<file path="config.mk">
export PLATFORM = sky130hd
export DESIGN_NAME = hzd_unit
export DESIGN_NICKNAME = d
export VERILOG_FILES = /design/src/rtl/hzd_pkg.sv /design/src/rtl/hzd_fwd_pick.sv /design/src/rtl/hzd_loaduse.sv /design/src/rtl/hzd_seq_ctrl.sv /design/src/rtl/hzd_unit.sv
export SDC_FILE = /design/constraint.sdc
export NUM_CORES = 1
export LEC_CHECK = 0
export BUFFER_PORTS_ARGS = -buffer_cell sky130_fd_sc_hd__buf_2
export CORE_MARGIN = 5
export CORE_UTILIZATION = 34
export DETAILED_ROUTE_END_ITERATION = 7
export PLACE_DENSITY = 0.91
export SYNTH_ARGS = -nofsm -noshare
export SYNTH_HDL_FRONTEND = slang
export SYNTH_SLANG_ARGS = --single-unit
</file>
<file path="constraint.sdc">
create_clock -name vclk -period 1.7
set_input_delay 0.255 -clock vclk [all_inputs]
set_output_delay 0.255 -clock vclk [all_outputs]
set_load 0.05 [all_outputs]
</file>
<file path="src/rtl/hzd_pkg.sv">
package hzd_pkg;
  typedef enum logic [1:0] {
    FWD_RF  = 2'd0,
    FWD_MEM = 2'd1,
    FWD_WB  = 2'd2
  } fwd_sel_e;

  localparam int NUM_SRC = 2;
endpackage

</file>
<file path="src/rtl/hzd_fwd_pick.sv">
module hzd_fwd_pick
  import hzd_pkg::*;
#(
  parameter int AW = 5
) (
  input  logic          clk,
  input  logic          rst,
  input  logic [AW-1:0] src,
  input  logic          src_used,
  input  logic [AW-1:0] mem_rd,
  input  logic          mem_wr,
  input  logic [AW-1:0] wb_rd,
  input  logic          wb_wr,
  output fwd_sel_e      sel
);
  logic src_live;
  logic mem_hit;
  logic wb_hit;

  assign src_live = src_used && (src != '0);
  assign mem_hit  = src_live && mem_wr && (mem_rd == src);
  assign wb_hit   = src_live && wb_wr && (wb_rd == src);

  // younger producer first
  always_comb begin
    if (mem_hit)     sel = FWD_MEM;
    else if (wb_hit) sel = FWD_WB;
    else             sel = FWD_RF;
  end

  AST_NO_BYPASS_R0: assert property (@(posedge clk) disable iff (rst)
    (sel != FWD_RF) |-> (src != '0));
  AST_YOUNGER_WINS: assert property (@(posedge clk) disable iff (rst)
    (src_used && (src != '0) && mem_wr && wb_wr && (mem_rd == src) && (wb_rd == src))
      |-> (sel == FWD_MEM));
  AST_WB_HAS_WRITER: assert property (@(posedge clk) disable iff (rst)
    (sel == FWD_WB) |-> (wb_wr && (wb_rd == src) && src_used));
endmodule

</file>
<file path="src/rtl/hzd_loaduse.sv">
module hzd_loaduse #(
  parameter int AW   = 5,
  parameter int NSRC = 2
) (
  input  logic                      clk,
  input  logic                      rst,
  input  logic [NSRC-1:0][AW-1:0]   id_src,
  input  logic [NSRC-1:0]           id_used,
  input  logic [AW-1:0]             ex_rd,
  input  logic                      ex_wen,
  input  logic                      ex_is_load,
  input  logic                      ex_valid,
  output logic                      hazard
);
  logic            producer;
  logic [NSRC-1:0] hit;

  assign producer = ex_valid && ex_is_load && ex_wen && (ex_rd != '0);

  for (genvar g = 0; g < NSRC; g++) begin : g_src
    assign hit[g] = id_used[g] && (id_src[g] == ex_rd);
  end

  assign hazard = producer && (|hit);

  AST_STALL_BEHIND_LOAD: assert property (@(posedge clk) disable iff (rst)
    hazard |-> (ex_valid && ex_is_load && ex_wen));
  AST_STALL_NOT_R0: assert property (@(posedge clk) disable iff (rst)
    hazard |-> (ex_rd != '0));
endmodule

</file>
<file path="src/rtl/hzd_seq_ctrl.sv">
module hzd_seq_ctrl (
  input  logic clk,
  input  logic rst,
  input  logic load_use,
  input  logic redirect,
  output logic pc_hold,
  output logic fd_hold,
  output logic de_bubble,
  output logic fd_flush,
  output logic de_flush
);
  logic stall_go;

  // a redirect squashes the waiting consumer anyway, so it outranks the stall
  assign stall_go  = load_use && !redirect;
  assign pc_hold   = stall_go;
  assign fd_hold   = stall_go;
  assign de_bubble = stall_go;
  assign fd_flush  = redirect;
  assign de_flush  = redirect;

  AST_FLUSH_OVER_STALL: assert property (@(posedge clk) disable iff (rst)
    redirect |-> (!pc_hold && !fd_hold && !de_bubble));
  AST_FLUSH_BOTH: assert property (@(posedge clk) disable iff (rst)
    redirect |-> (fd_flush && de_flush));
  AST_ONE_INSERT: assert property (@(posedge clk) disable iff (rst)
    $onehot0({de_bubble, de_flush}));
  AST_SINGLE_BUBBLE: assert property (@(posedge clk) disable iff (rst)
    de_bubble |=> !de_bubble);
endmodule

</file>
<file path="src/rtl/hzd_unit.sv">
module hzd_unit #(
  parameter int REG_AW = 5
) (
  input  logic              clk,
  input  logic              rst,
  input  logic [REG_AW-1:0] dec_src1,
  input  logic [REG_AW-1:0] dec_src2,
  input  logic              dec_use1,
  input  logic              dec_use2,
  input  logic [REG_AW-1:0] exe_src1,
  input  logic [REG_AW-1:0] exe_src2,
  input  logic              exe_use1,
  input  logic              exe_use2,
  input  logic [REG_AW-1:0] exe_dst,
  input  logic              exe_wen,
  input  logic              exe_load,
  input  logic              exe_valid,
  input  logic [REG_AW-1:0] mem_dst,
  input  logic              mem_wen,
  input  logic              mem_valid,
  input  logic [REG_AW-1:0] wb_dst,
  input  logic              wb_wen,
  input  logic              wb_valid,
  input  logic              exe_redirect,
  output logic [1:0]        byp_sel1,
  output logic [1:0]        byp_sel2,
  output logic              pc_hold,
  output logic              fd_hold,
  output logic              de_bubble,
  output logic              fd_flush,
  output logic              de_flush
);
  localparam int NSRC = hzd_pkg::NUM_SRC;

  logic [NSRC-1:0][REG_AW-1:0] id_src;
  logic [NSRC-1:0][REG_AW-1:0] ex_src;
  logic [NSRC-1:0]             id_used;
  logic [NSRC-1:0]             ex_used;
  logic                        mem_wr;
  logic                        wb_wr;
  logic                        load_use;
  hzd_pkg::fwd_sel_e           ex_sel [NSRC];

  assign id_src  = {dec_src2, dec_src1};
  assign id_used = {dec_use2, dec_use1};
  assign ex_src  = {exe_src2, exe_src1};
  assign ex_used = {exe_use2, exe_use1};
  assign mem_wr  = mem_valid && mem_wen;
  assign wb_wr   = wb_valid && wb_wen;

  for (genvar g = 0; g < NSRC; g++) begin : g_pick
    hzd_fwd_pick #(.AW(REG_AW)) u_pick (
      .clk      (clk),
      .rst      (rst),
      .src      (ex_src[g]),
      .src_used (ex_used[g]),
      .mem_rd   (mem_dst),
      .mem_wr   (mem_wr),
      .wb_rd    (wb_dst),
      .wb_wr    (wb_wr),
      .sel      (ex_sel[g])
    );
  end

  assign byp_sel1 = ex_sel[0];
  assign byp_sel2 = ex_sel[1];

  hzd_loaduse #(.AW(REG_AW), .NSRC(NSRC)) u_loaduse (
    .clk        (clk),
    .rst        (rst),
    .id_src     (id_src),
    .id_used    (id_used),
    .ex_rd      (exe_dst),
    .ex_wen     (exe_wen),
    .ex_is_load (exe_load),
    .ex_valid   (exe_valid),
    .hazard     (load_use)
  );

  hzd_seq_ctrl u_seq (
    .clk       (clk),
    .rst       (rst),
    .load_use  (load_use),
    .redirect  (exe_redirect),
    .pc_hold   (pc_hold),
    .fd_hold   (fd_hold),
    .de_bubble (de_bubble),
    .fd_flush  (fd_flush),
    .de_flush  (de_flush)
  );

  AST_INVALID_MEM_NO_BYPASS: assert property (@(posedge clk) disable iff (rst)
    (!mem_valid || !mem_wen) |-> ((byp_sel1 != 2'd1) && (byp_sel2 != 2'd1)));
  AST_MEM_BYPASS_SRC: assert property (@(posedge clk) disable iff (rst)
    (byp_sel1 == 2'd1) |-> (exe_use1 && (exe_src1 == mem_dst)));
endmodule

</file>
==> results of run 1 <==
[synth_stat cells]
cell type / number
a221oi_1: 1
or4_1: 2
nor3_2: 1
o21ai_2: 2
buf_4: 6
nor2_1: 1
nand3_1: 2
nand4_1: 4
xnor2_1: 12
nand4b_1: 1
nor3_1: 2
xor2_1: 18
nand2_1: 1
nor4_1: 6
[layer usage]
layer  vias up  wire (um)
met2        20       1340
met4         0         21
met3         2         84
met1       326        820
li1        336          -
met5         -          0
[what timing repair did]
item,CTS,global route
pin swaps,8,12
buffers inserted,1,1
endpoints found under the setup margin,7,7
endpoints found under the hold margin,0,0
gates resized for setup,14,20
[worst paths after layout]
| check | slack, ns | end | depth (start not counted) |
|---|---|---|---|
| max | -0.09 | fd_hold | 6 |
| min | 0.82 | fd_flush | 2 |
[through the flow]
step | area (um^2) | hold slack, ns | util
detailed placement | 897 | 0.817 | 0.698
global placement | 897 | 0.815 | 0.698
floorplan | 553 | 0.668 | -
global route | 1060 | 0.831 | 0.824
CTS | 950 | 0.817 | 0.739
finish | 1060 | 0.817 | 0.824
[placed cells by master (no fill, tap or decap)]
| cell | n |
|---|---|
| nand4_1 | 4 |
| nand3_1 | 2 |
| nor4_2 | 3 |
| nand2_1 | 1 |
| xor2_1 | 16 |
| nand4b_1 | 1 |
| buf_6 | 16 |
| nor4_4 | 2 |
| nor4_1 | 1 |
| nor3_1 | 1 |
| nor3_4 | 2 |
| buf_2 | 38 |
| xnor2_1 | 11 |
| xor2_2 | 2 |
| or4_4 | 2 |
| nor2_1 | 1 |
| xnor2_2 | 1 |
| o21ai_4 | 2 |
| a221oi_4 | 1 |
| buf_4 | 17 |
[worst max-delay path: stages]
cell and delay (ns):
buf_6 0.09, xor2_1 0.15, nor4_2 0.29, nand3_1 0.17, a221oi_4 0.36, buf_6 0.21
[power by group]
| group | total [W] | internal [W] | switching, W |
|---|---|---|---|
| clock | 0 | 0 | 0 |
| sequential | 0 | 0 | 0 |
| combinational | 0.000243 | 0.000129 | 0.000114 |
[cells by family after synthesis]
| kind of cell | count (synthesis) |
|---|---|
| AOI/OAI and AO/OA | 3 |
| xor gates and xnor gates | 30 |
| buffers and inverters | 6 |
| and+or+nand+nor | 20 |
[final cells by class]
cell class                      instances  area share
Multi-Input combinational cell         53       0.512
Tap cell                               15      0.0177
Timing Repair Buffer                   71       0.470
==> flow_summary_export.csv, run 1 <==
group,metric,value,unit
grt,grt_pass1_wl,2900,um
layout,area_delta_synth_final,131,%
floorplan,std_cell_rows,13,
synth,synth_top_family_by_area,"XOR/XNOR gates",
layout,instances_no_fill,139,
grt,overflow,0,
synth,synth_fp_nets,108,
critical_path,critPathLaunch,"dec_src1[1]",
critical_path,path_class,"primary input to output port",
detailed_routing,drc,0,
critical_path,cp_max_fo,3,
timing,worstMarginPinSlew,0.385,ns
grt,global_route.usage.met1,0.187,
timing,hold_viol_final,0,
grt,grt_use_met3,0.0156,
synth,synthMuxAreaShare,0,
placed_design,gp_congestion,0.778,
detailed_routing,vias,684,
synth,synth.area.top_cells,"xor2_1, xnor2_1, buf_4, nor4_1, nand4_1",
floorplan,pin_count,58,
grt,grt_use_total,0.179,
min_path,min_from,"exe_redirect",
status,status,"finished, violations left",
synth,synth_compound_area_frac,0.0574,
synth,synthesis.area,458,um^2
clock_network,cts_hold_buf,0,
placed_design,place_ws,-0.162,ns
grt,antenna_found_initial,0,
grt,top_usage_layer,"met2",
timing,finalCritPeriodShare,1.05,
synth,synth_top_cell_by_area,"xor2_1",
synth,synthSimpleGateAreaFrac,0.270,
layout,n_sequential_cell,0,
synth,netlist-cell-type-count,14,
layout,clock_buffers,0,
power,leakage,0.476,nW
timing,fmax,0.558,GHz
timing,slew_headroom,0.741,
layout,drive_above_1_share,0.694,
grt,grt_pass1_vias,712,
status,violations,"negative setup slack",
timing,min_period,1.79,ns
layout,fillCellCount,71,
power,vdd_ir_drop_max,141,uV
detailed_routing,drt_pre_antenna_iters,4,
floorplan,die_x,46.7,um
synth,synth_area_per_cell,7.76,um^2
synth,synth-xor-area-share,0.574,
critical_path,arrival,1.54,ns
detailed_routing,ant_nets,0,
placed_design,portBuffers,56,
synth,synth_fa_ha_area_frac,0,
placed_design,dp_cells,137,
floorplan,start_util,0.356,
layout,antennaDiodeCount,0,
critical_path,cp-start-kind,"primary input",
timing,tns,-0.298,ns
timing,worst_slack,-0.0932,ns
synth,yosys_warnings,0,
synth,synthDominantCellAreaShare,0.344,
min_path,hold_path.class,"primary input to output port",
timing,slew_violations,0,
layout,final_nets,175,
synth,seq_area_frac_synth,0,
critical_path,crit_required,1.44,ns
floorplan,die_area,2180,um^2
synth,netlist_instances,59,
floorplan,core_area,1280,um^2
timing,setup_viol,4,
grt,grt_max_degree,4,
detailed_routing,viasPerCell,4.92,
timing,rsz0062_at_grt,"yes",
critical_path,end_kind,"output port",
power,power.density,230,nW/um^2
power,p_total,0.000243,W
layout,multiInputGateArea,542,um^2
detailed_routing,wl,2270,um
detailed_routing,detail_route.wl_per_cell,16.3,um
grt,groute.layer.met2.usage,0.385,
detailed_routing,initialDrtViolationCount,6,
layout,seq_area,0,um^2
run,maxCapViolations,0,
floorplan,die_h,46.7,um
Power figures use the tool's default switching activity.
==> run 2, diff against run 1 <==
- RECOVER_POWER: not set -> 50
==> run 2 against run 1 <==
  * Sequential share of layout area did not move
  * Combinational power barely moved
  * Final cell count did not move
  * Die area did not move
  * Highest routed layer unchanged
  * The run still ends with negative setup slack left
  * Largest power group unchanged
  * Clock-buffer cell count did not move
  * Worst setup slack did not move
  * Critical path depth did not move
==> flow_summary_export.csv, run 2 (synthesis gave the netlist of run 1 again) <==
group,metric,value,unit
status,status,"finished, violations left",
status,violations,"negative setup slack",
grt,grt_pass1_wl,2900,um
power,leakage,0.473,nW
layout,area_delta_synth_final,131,%
critical_path,path_class,"primary input to output port",
critical_path,arrival,1.54,ns
layout,antennaDiodeCount,0,
timing,worstMarginPinSlew,0.591,ns
layout,instances_no_fill,139,
timing,slew_headroom,0.608,
detailed_routing,ant_nets,0,
floorplan,core_area,1280,um^2
timing,min_period,1.79,ns
grt,grt_max_degree,4,
layout,final_nets,175,
critical_path,critPathSlowestCell,"a221oi_4",
detailed_routing,drt_pre_antenna_iters,4,
grt,antenna_found_initial,0,
layout,drive_above_1_share,0.685,
grt,overflow,0,
critical_path,crit_buf_inv,2,
timing,slew_violations,0,
timing,finalCritPeriodShare,1.05,
critical_path,cp-start-kind,"primary input",
grt,grt_use_met3,0.0156,
detailed_routing,drc,0,
grt,global_route.usage.met1,0.187,
critical_path,crit_required,1.44,ns
layout,n_sequential_cell,0,
detailed_routing,detail_route.wl_per_cell,16.3,um
detailed_routing,vias,684,
run,maxCapViolations,0,
placed_design,gp_congestion,0.778,
critical_path,critPathTopFamily,"simple AND/OR/NAND/NOR gates",
layout,seq_area,0,um^2
detailed_routing,viasPerCell,4.92,
floorplan,pin_count,58,
placed_design,dp_cells,137,
grt,grt_use_total,0.179,
floorplan,start_util,0.356,
critical_path,worst_path_most_repeated_cell,"buf_6",
layout,final_cell_mix,"buf_2, buf_4, xor2_1, buf_6, xnor2_1",
placed_design,place_ws,-0.162,ns
timing,setup_viol,4,
critical_path,cp_slowest_stage_delay,0.36,ns
placed_design,portBuffers,56,
critical_path,end_kind,"output port",
layout,clock_buffers,0,
critical_path,crit_chain,"buf_6, xor2_1, nor4_2, nand3_1, a221oi_4, buf_6",
grt,groute.layer.met2.usage,0.385,
detailed_routing,initialDrtViolationCount,6,
floorplan,die_x,46.7,um
min_path,hold_path.class,"primary input to output port",
power,vdd_ir_drop_max,139,uV
floorplan,std_cell_rows,13,
layout,fillCellCount,72,
timing,fmax,0.558,GHz
grt,top_usage_layer,"met2",
power,power.density,230,nW/um^2
floorplan,die_h,46.7,um
timing,worst_slack,-0.0932,ns
layout,layout_commonest_cell,"buf_2",
timing,rsz0062_at_grt,"yes",
detailed_routing,wl,2270,um
timing,hold_viol_final,0,
floorplan,die_area,2180,um^2
critical_path,cp_max_fo,3,
grt,grt_pass1_vias,712,
-- run 2: cell count changes in the layout (fill, tap and decap cells not counted) --
| cell | change |
|---|---|
| buf_2 | -1 |
| clkbuf_1 | +1 |
-- run 2: metal layers --
metal,share of wire,wire [um],vias to the layer above
met5,0,0,-
met4,0.0093,21,0
met3,0.035,80,2
met2,0.59,1340,20
met1,0.36,822,326
li1,-,-,336
-- run 2: path summary, 6_finish.rpt --
path / from / end / cells past startpoint / slack (ns)
worst max-delay path: dec_src1[1] / fd_hold / 6 / -0.09
worst min-delay path: exe_redirect / de_flush / 2 / 0.82
-- run 2: what timing repair did --
item / CTS / global route
resized for setup: 14 / 20
hold buffers: 0 / 0
setup buffers: 1 / 1
hold endpoints to repair: 0 / 0
endpoints found under the setup margin: 7 / 7
pin swaps: 8 / 12
-- run 2: final cells by class --
cell class	count	area, um^2	area share
multi-input cells	53	542	0.512
well taps	15	18.8	0.0178
repair buffers	71	497	0.470
-- run 2: report_power, final --
part / internal (W) / leakage [nW] / total [W] / switching (W)
Sequential: 0 / 0 / 0 / 0
Clock: 0 / 0 / 0 / 0
Combinational: 0.000128 / 0.473 / 0.000243 / 0.000114
-- run 2: stage by stage --
step	power [W]	area, um^2	hold slack [ns]	utilization	setup TNS, ns
5_1_grt	0.000259	1060	0.835	0.823	-0.627
3_5_place_dp	0.000207	897	0.817	0.698	-0.858
6_report	0.000243	1060	0.818	0.823	-0.298
3_3_place_gp	0.000197	897	0.815	0.698	-0.635
4_1_cts	0.000213	950	0.817	0.739	-0.346
2_1_floorplan	0.0000939	553	0.668	-	-0.516
==> run 3, diff against run 2 <==
- CORE_AREA: not set -> 5 5 42 44
- CORE_MARGIN: 5 -> not set
- CORE_UTILIZATION: 34 -> not set
- DIE_AREA: not set -> 0 0 47 49
- PLACE_DENSITY: 0.91 -> 0.92
- clock period: 1.7 -> 2.1 ns (I/O delays scaled with it)
==> run 3 against run 2 <==
  * The flow now finishes without violations
  * Power fell by 44%
  * Non-clock buffer count fell by 15
  * Clock-buffer cell count did not move
  * Via count fell by 11%
  * Sequential share of layout area did not move
  * Routed wire length fell by 29%
  * Worst setup slack improved by 0.21 ns
  * Final area fell by 30%
==> flow_summary_export.csv, run 3 (synthesis gave the netlist of run 1 again) <==
group,metric,value,unit
detailed_routing,drt_pre_antenna_iters,3,
detailed_routing,met3_length,264,um
detailed_routing,vias,612,
timing,fmax,0.504,GHz
timing,rsz0062_at_grt,"no",
detailed_routing,wl_met2,866,um
floorplan,pin_count,58,
grt,overflow,0,
grt,grt_use_total,0.136,
detailed_routing,viasPerCell,4.90,
detailed_routing,drc,0,
power,power.density,184,nW/um^2
critical_path,path_class,"primary input to output port",
timing,slew_violations,0,
layout,area_delta_synth_final,60.7,%
grt,grt_max_degree,4,
timing,worst_slack,0.117,ns
critical_path,end_kind,"output port",
floorplan,die_h,49,um
timing,min_period,1.98,ns
layout,seq_area,0,um^2
grt,grt_pass1_wl,2450,um
placed_design,dpl_cell_area,736,um^2
layout,drive_above_1_share,0.541,
layout,final_area,736,um^2
critical_path,critPathLaunch,"exe_src2[0]",
critical_path,crit_required,1.78,ns
placed_design,place_ws,0.0943,ns
placed_design,hpwl,1550,um
critical_path,cp-start-kind,"primary input",
min_path,hold_path.class,"primary input to output port",
timing,hold_viol_final,0,
detailed_routing,detail_route.wl_per_cell,12.9,um
layout,final_nets,160,
floorplan,die_x,47,um
grt,grt_pass1_vias,639,
floorplan,die_area,2300,um^2
layout,utilization,0.525,
layout,antennaDiodeCount,0,
floorplan,core_area,1400,um^2
timing,slew_headroom,0.600,
layout,fillCellCount,142,
detailed_routing,ant_nets,0,
clock_network,post_cts_buffers,0,
timing,worstMarginPinSlew,0.602,ns
detailed_routing,drt-met1-wl,439,um
layout,final_cell_mix,"buf_2, xor2_1, xnor2_1",
timing,tns,0,ns
grt,antenna_found_initial,0,
detailed_routing,initialDrtViolationCount,3,
layout,clock_buffers,0,
timing,finalCritPeriodShare,0.944,
layout,n_sequential_cell,0,
status,status,"finished clean",
power,p_total,0.000136,W
run,maxCapViolations,0,
layout,layout_commonest_cell,"buf_2",
critical_path,cp-endpoint,"byp_sel2[1]",
critical_path,arrival,1.67,ns
critical_path,cp_max_fo,3,
floorplan,start_util,0.327,
detailed_routing,wl,1610,um
timing,setup_viol,0,
detailed_routing,top_layer_used,"met4",
power,vdd_ir_drop_max,91.5,uV
placed_design,portBuffers,56,
floorplan,std_cell_rows,14,
power,leakage,0.352,nW
placed_design,gp_congestion,0.838,
run 3: cell types whose count changed in the layout (fill, tap and decap cells not counted), moves of 3 or more:
cell,previous run,this run
nor4_1,1,6
buf_6,16,0
nor4_2,3,0
buf_2,37,52
buf_4,17,0
run 3: repair_timing:
| action | CTS | global route |
|---|---|---|
| hold buffers | 0 | 0 |
| gates resized for setup | 0 | 1 |
| setup endpoints to repair | 0 | 1 |
run 3: layout make-up:
cell class | instances | area [um^2] | share of cell area
Tap cell | 16 | 20.0 | 0.0272
Multi-Input combinational cell | 53 | 435 | 0.592
Timing Repair Buffer | 56 | 280 | 0.381
run 3: where the power goes:
| group | switching, W | internal, W |
|---|---|---|
| clock network | 0 | 0 |
| logic | 0.0000685 | 0.0000670 |
| registers | 0 | 0 |
run 3: worst min-delay path by stage:
stage	from	to	slack (ns)	depth (start not counted)
2_1_floorplan	exe_redirect	de_flush	0.80	1
5_1_grt	exe_redirect	fd_flush	1.03	2
3_5_place_dp	exe_redirect	de_flush	0.94	2
3_3_place_gp	exe_redirect	fd_flush	0.93	2
4_1_cts	exe_redirect	de_flush	0.94	2
6_report	exe_redirect	de_flush	1.03	2
run 3: worst max-delay path, stage by stage:
cell     delay (ns)
buf_2          0.13
or4_1          0.53
o21ai_2        0.17
nor4_1         0.10
nor3_2         0.14
buf_2          0.28
run 3: routing by layer:
metal  vias up  global-route usage
met5         -                   0
met4         0              0.0323
met3         4              0.0258
met2        43               0.278
met1       256               0.124
li1        309                   -
run 3: stage by stage:
stage | instances | hold WS (ns)
2_1_floorplan | 59 | 0.797
3_3_place_gp | 125 | 0.935
3_5_place_dp | 125 | 0.938
4_1_cts | 125 | 0.938
5_1_grt | 125 | 1.03
6_report | 125 | 1.03
